==> config.mk <==
export PLATFORM = sky130hd
export DESIGN_NAME = sram_ctrl
export DESIGN_NICKNAME = d
export VERILOG_FILES = /design/src/rtl/sram_ctrl_pkg.sv /design/src/rtl/sram_phase_timer.sv /design/src/rtl/sram_data_path.sv /design/src/rtl/sram_ctrl.sv
export SDC_FILE = /design/constraint.sdc
export NUM_CORES = 1
export LEC_CHECK = 0
export BUFFER_PORTS_ARGS = -buffer_cell sky130_fd_sc_hd__buf_4
export CELL_PAD_IN_SITES_DETAIL_PLACEMENT = 0
export CELL_PAD_IN_SITES_GLOBAL_PLACEMENT = 1
export CORE_MARGIN = 3
export CORE_UTILIZATION = 36
export DETAILED_ROUTE_END_ITERATION = 8
export GPL_TIMING_DRIVEN = 0
export PLACE_DENSITY_LB_ADDON = 0.1
export SLEW_MARGIN = 20
export SYNTH_ARGS = -nofsm -noshare
export SYNTH_HDL_FRONTEND = slang
export SYNTH_SLANG_ARGS = --single-unit
==> constraint.sdc <==
create_clock -name clk -period 2.1 [get_ports clk]
set_clock_uncertainty 0.05 [all_clocks]
set_input_delay 0.42 -clock clk [delete_from_list [all_inputs] [get_ports clk]]
set_output_delay 0.42 -clock clk [all_outputs]
set_load 0.03 [all_outputs]
==> src/rtl/sram_ctrl_pkg.sv <==
package sram_ctrl_pkg;

  typedef enum logic [2:0] {
    ST_IDLE,
    ST_READ,
    ST_WR_SETTLE,
    ST_WR_DRIVE,
    ST_WR_GAP
  } ctrl_state_t;

  // Cycles the data driver stays on before write enable rises.
  function automatic int unsigned drive_len(int unsigned we_pulse,
                                            int unsigned turnoff,
                                            int unsigned setup);
    int unsigned rest;
    int unsigned len;
    rest = (we_pulse > turnoff) ? (we_pulse - turnoff) : 1;
    len  = (setup > rest) ? setup : rest;
    return (len == 0) ? 1 : len;
  endfunction

  function automatic int unsigned max3(int unsigned a, int unsigned b,
                                       int unsigned c);
    int unsigned m;
    m = (a > b) ? a : b;
    return (m > c) ? m : c;
  endfunction

endpackage

==> src/rtl/sram_phase_timer.sv <==
module sram_phase_timer #(
  parameter int unsigned W = 4
) (
  input  logic         clk,
  input  logic         rst_n,
  input  logic         load,
  input  logic [W-1:0] load_val,
  output logic         expired
);
  logic [W-1:0] cnt;

  always_ff @(posedge clk or negedge rst_n) begin
    if (!rst_n)          cnt <= '0;
    else if (load)       cnt <= load_val;
    else if (cnt != '0)  cnt <= cnt - 1'b1;
  end

  assign expired = (cnt == '0);
endmodule

==> src/rtl/sram_data_path.sv <==
module sram_data_path #(
  parameter int unsigned DW = 8
) (
  input  logic          clk,
  input  logic          rst_n,
  input  logic          cap_wdata,
  input  logic [DW-1:0] wdata_in,
  input  logic          drive_on,
  input  logic          drive_off,
  input  logic          sample,
  input  logic [DW-1:0] dq_in,
  output logic [DW-1:0] dq_out,
  output logic          dq_oe,
  output logic [DW-1:0] rdata
);
  always_ff @(posedge clk or negedge rst_n) begin
    if (!rst_n) begin
      dq_out <= '0;
      dq_oe  <= 1'b0;
      rdata  <= '0;
    end else begin
      if (cap_wdata) dq_out <= wdata_in;
      if (drive_on)       dq_oe <= 1'b1;
      else if (drive_off) dq_oe <= 1'b0;
      if (sample) rdata <= dq_in;
    end
  end
endmodule

==> src/rtl/sram_ctrl.sv <==
module sram_ctrl
  import sram_ctrl_pkg::*;
#(
  parameter int unsigned AW           = 19,
  parameter int unsigned DW           = 8,
  parameter int unsigned RD_ACC_CYC   = 3,
  parameter int unsigned WE_PULSE_CYC = 3,
  parameter int unsigned TURNOFF_CYC  = 1,
  parameter int unsigned DSETUP_CYC   = 1
) (
  input  logic          clk,
  input  logic          rst_n,
  input  logic          req_valid,
  output logic          req_ready,
  input  logic          req_write,
  input  logic [AW-1:0] req_addr,
  input  logic [DW-1:0] req_wdata,
  output logic          done,
  output logic [DW-1:0] rdata,
  output logic [AW-1:0] mem_addr,
  output logic          mem_ce_n,
  output logic          mem_oe_n,
  output logic          mem_we_n,
  output logic [DW-1:0] mem_dq_out,
  output logic          mem_dq_oe,
  input  logic [DW-1:0] mem_dq_in
);
  localparam int unsigned DRIVE_CYC = drive_len(WE_PULSE_CYC, TURNOFF_CYC, DSETUP_CYC);
  localparam int unsigned MAX_CYC   = max3(RD_ACC_CYC, TURNOFF_CYC, DRIVE_CYC);
  localparam int unsigned TW        = $clog2(MAX_CYC + 1);
  localparam logic [TW-1:0] RD_LOAD = TW'(RD_ACC_CYC - 1);
  localparam logic [TW-1:0] TO_LOAD = TW'(TURNOFF_CYC - 1);
  localparam logic [TW-1:0] DR_LOAD = TW'(DRIVE_CYC - 1);

  ctrl_state_t state;
  logic        tmr_exp;
  logic        tmr_load;
  logic [TW-1:0] tmr_val;

  // Named internal events
  logic accept, rd_end, settle_end, wr_end;
  assign accept     = req_valid && (state == ST_IDLE);
  assign rd_end     = (state == ST_READ)      && tmr_exp;
  assign settle_end = (state == ST_WR_SETTLE) && tmr_exp;
  assign wr_end     = (state == ST_WR_DRIVE)  && tmr_exp;

  assign req_ready = (state == ST_IDLE);
  assign tmr_load  = accept || settle_end;
  assign tmr_val   = accept ? (req_write ? TO_LOAD : RD_LOAD) : DR_LOAD;

  sram_phase_timer #(.W(TW)) u_timer (
    .clk      (clk),
    .rst_n    (rst_n),
    .load     (tmr_load),
    .load_val (tmr_val),
    .expired  (tmr_exp)
  );

  sram_data_path #(.DW(DW)) u_data (
    .clk       (clk),
    .rst_n     (rst_n),
    .cap_wdata (accept && req_write),
    .wdata_in  (req_wdata),
    .drive_on  (settle_end),
    .drive_off (wr_end),
    .sample    (rd_end),
    .dq_in     (mem_dq_in),
    .dq_out    (mem_dq_out),
    .dq_oe     (mem_dq_oe),
    .rdata     (rdata)
  );

  always_ff @(posedge clk or negedge rst_n) begin
    if (!rst_n) begin
      state    <= ST_IDLE;
      mem_addr <= '0;
      mem_ce_n <= 1'b1;
      mem_oe_n <= 1'b1;
      mem_we_n <= 1'b1;
      done     <= 1'b0;
    end else begin
      done <= 1'b0;
      case (state)
        ST_IDLE: if (accept) begin
          mem_addr <= req_addr;
          mem_ce_n <= 1'b0;
          if (req_write) begin
            mem_we_n <= 1'b0;
            state    <= ST_WR_SETTLE;
          end else begin
            mem_oe_n <= 1'b0;
            state    <= ST_READ;
          end
        end
        ST_READ: if (rd_end) begin
          mem_ce_n <= 1'b1;
          mem_oe_n <= 1'b1;
          done     <= 1'b1;
          state    <= ST_IDLE;
        end
        ST_WR_SETTLE: if (settle_end) state <= ST_WR_DRIVE;
        ST_WR_DRIVE: if (wr_end) begin
          mem_ce_n <= 1'b1;
          mem_we_n <= 1'b1;
          done     <= 1'b1;
          state    <= ST_WR_GAP;
        end
        ST_WR_GAP: state <= ST_IDLE;
        default:   state <= ST_IDLE;
      endcase
    end
  end
endmodule

==> summary.md <==
| Metric | Value |
|---|---|
| Status | finished, final reports clean |
| CP Launch Point | u_timer.cnt[0] |
| Hold Fails Final Rpt | 0 |
| Most frequent cells in the layout | buf_4, dfrtp_1, mux2_2 |
| Static leakage | 1.23 nW |
| Total GRT Usage | a little over an eighth |
| Mapped Cells | 119 |
| Routed WL | around 3.8 mm |
| Clock Root Buffer | clkbuf_8 |
| Seq/Total Area, Yosys | around 63% |
| Crit path DAT | about 2.0 ns |
| Switch share | 41.5% |
| Sequential fraction of design power | 34.7% |
| Crit share post-route | approximately nine tenths |
| Area leader, netlist | dfrtp_1 |
| Slew HR | 62.4% |
| First-pass iteration count of the detailed router | 4 |
| Sw Pwr | about 1.9 mW |
| Reg2reg end | u_data.rdata[2] |
| Vias in the first global route | 1384 |
| Top cells by area, synth | dfrtp_1, mux2_2, dfstp_2 |
| CTS clk-pin slew, worst paths | around 0.080 ns |
| Initial Util | between 30% and 40% |
| CP max FO | 9 |
| FF+latch count, synth | 45 |
| CP Launch Type | flop |
| FF-to-FF path depth | 6 |
| Logic pwr share | between 50% and 60% |
| Crit path required time | 2.23 ns |
| Core ar. | between 4000 and 5000 µm² |
| Worst hold slack | a little over 0.07 ns |
| Area Growth Syn to Fin | 42.4% |
| Chip height | roughly 77 µm |
| Hold Crit Class | in2async |
| DRC viols | 0 |
| Largest net degree at the start of global routing | 46 |
| Setup TNS | 0 ns |
| Fmax | ~520 MHz |
| Ys flop type | dfrtp_1 |
| Worst path top cell family by delay | simple AND/OR/NAND/NOR gates |
| Maximum vdd drop | 823 µV |
| Max_cap viols | 0 |
| Cts bufs inserted | 5 |
| Clock Path Buffers | 2 |
| Worst r2r src | u_timer.cnt[0] |
| Final nets | roughly 250 |
| Avg Inst Size Synth | between 15 and 20 µm² |
| Final Slew Violations | 0 |
| Crit path to | u_data.rdata[2] |
| ANT nets after route | 0 |
| Synth Cell Area | roughly 1800 µm² |
| Setup-failing EPs final | 0 |
| Initial antenna violation count | 0 |
| Synth top area share | 58.4% |
| Post-DP Area | ~2500 µm² |
| ANT cells | 0 |
| Async SR Flop Fraction | 100% |
| Overall power | between 4 and 5 mW |
| Vias | 1251 |
| Worst slew pin tran | about 0.56 ns |
| Commonest non-fill, non-tap cell in the layout | buf_4 |
| RSZ-0062 raised after global routing | false |
| Utilization after layout | a little over half |
| DR vias/cell | roughly 4.6 |
| Minimum clock period | roughly 1.9 ns |
| Crit path depth | 6 |
| Detailed Place HPWL | around 2.8 mm |
| CTS H-tree depth | 2 |
| CTS tree | done |
| Routability cong. | ~0.69 |
| Clk pwr share | roughly 11% |
| Clock latency on the worst-skew pair | between 0.2 and 0.3 ns |
| Crit path max-delay cell type | dfrtp_1 |
| Cell row count | 25 |
| Layout cells sized above 1 | between 60% and 70% |
| Final Cell Area | between 2000 and 3000 µm² |
| Synth warn | 0 |
| Crit end category | flop |
| Internal power | around 2.7 mW |
| Post-CTS setup buffer count | 0 |
| DIE WIDTH | roughly 77 µm |
| R2r setup slk | 0.19 ns |
| DR WL/cell | roughly 14 µm |
| Kind of critical path | reg2reg |
| DIE AREA | around 6000 µm² |
| Critical path buffers and inverters | 2 |
| Iter 0 DRT Violations | 58 |
| Post-synth net total | 159 |
| Power Dens Cells | 1770 nW/µm² |
| EDFF count, synth | 0 |
| GRT Residual Overflow | 0 |
| Synth cell types | 28 |
| Clock Sink Count | between 40 and 50 |
| Wire length of the first global-routing pass | about 6.4 mm |
| CP max stage delay | between 0.3 and 0.4 ns |
| Top Ports | 80 |
| Critical Path, Cell by Cell | inv_1 -> ha_1 -> nor2b_2 -> and3b_2 -> buf_4 -> mux2_2 |
| PortBufs | 79 |
logic make-up (layout without fill, tap and decap cells):
| group | after synthesis | after routing | share of synthesized area [%] |
|---|---|---|---|
| AOI/OAI and AO/OA | 9 | 9 | 3.61 |
| and+or+nand+nor | 20 | 20 | 7.37 |
| DFF | 45 | 45 | 62.8 |
| muxes | 36 | 36 | 22.4 |
| adders and majority gates | 1 | 1 | 0.695 |
| buffers and inverters | 8 | 95 | 3.13 |
worst min-delay path by stage:
stage / from / endpoint / slack, ns / cells past startpoint
6_report: rst_n / u_data.rdata[7] / 0.07 / 1
3_3_place_gp: rst_n / u_data.rdata[7] / 0.39 / 1
2_1_floorplan: rst_n / done / 0.07 / 0
3_5_place_dp: rst_n / u_data.rdata[7] / 0.41 / 1
5_1_grt: rst_n / mem_addr[6] / 0.10 / 1
4_1_cts: rst_n / u_data.dq_out[2] / 0.08 / 1
flip-flops by register name (all words and copies together), names as in the netlist:
name and count:
state 3, mem_addr 19, u_data.dq_oe 1, done 1
u_timer.cnt 2, u_data.rdata 8, mem_oe_n 1, u_data.dq_out 8
mem_ce_n 1, mem_we_n 1
timing repair:
| action | in CTS | in global routing |
|---|---|---|
| gates resized for setup | 0 | 1 |
| hold buffers | 0 | 0 |
| endpoints found under the setup margin | 0 | 8 |
metal layers:
layer	vias to the layer above	GRT usage, %	wire length [µm]
met4	0	3.80	42
met5	-	0	0
met3	5	4.46	294
met2	48	23.8	1990
li1	586	-	-
met1	612	15.5	1490
per-stage QoR:
step | cells | setup WS (ns)
after floorplan | 119 | 0.340
after global placement | 265 | 0.187
after detailed placement | 265 | 0.0836
after CTS | 273 | 0.0594
after global routing | 273 | 0.0313
final | 273 | 0.185
power groups by stage:
| stage | logic [mW] | registers, mW | clock network [mW] |
|---|---|---|---|
| 2_1_floorplan | 0.813 | 2.34 | 0 |
| 3_3_place_gp | 2.43 | 1.55 | 0 |
| 3_5_place_dp | 2.48 | 1.58 | 0 |
| 4_1_cts | 2.49 | 1.58 | 0.527 |
| 5_1_grt | 2.61 | 1.64 | 0.565 |
| 6_report | 2.45 | 1.57 | 0.506 |
final cells by class:
class	count	area, µm²
timing repair buffer	79	593
clock buffer	7	76.3
tap	67	83.8
buffer	5	45.0
inverter	3	11.3
fill	433	2220
sequential	45	1130
multi-input combinational	66	617
clock inverter	1	7.51
cell usage after synthesis (2+ instances only):
library cell / instances
dfrtp_1: 42
mux2_2: 35
nand2_1: 5
buf_6: 3
dfstp_2: 3
inv_1: 3
nor2_1: 3
nand2b_1: 2
nor3_1: 2
nor3b_1: 2
o21ai_0: 2
worst register-to-register path: stages, from the launching register on:
cell	delay, ns
dfrtp_1	0.38
inv_1	0.07
ha_1	0.30
nor2b_2	0.28
and3b_2	0.20
buf_4	0.17
mux2_2	0.35
Power figures use the tool's default switching activity.
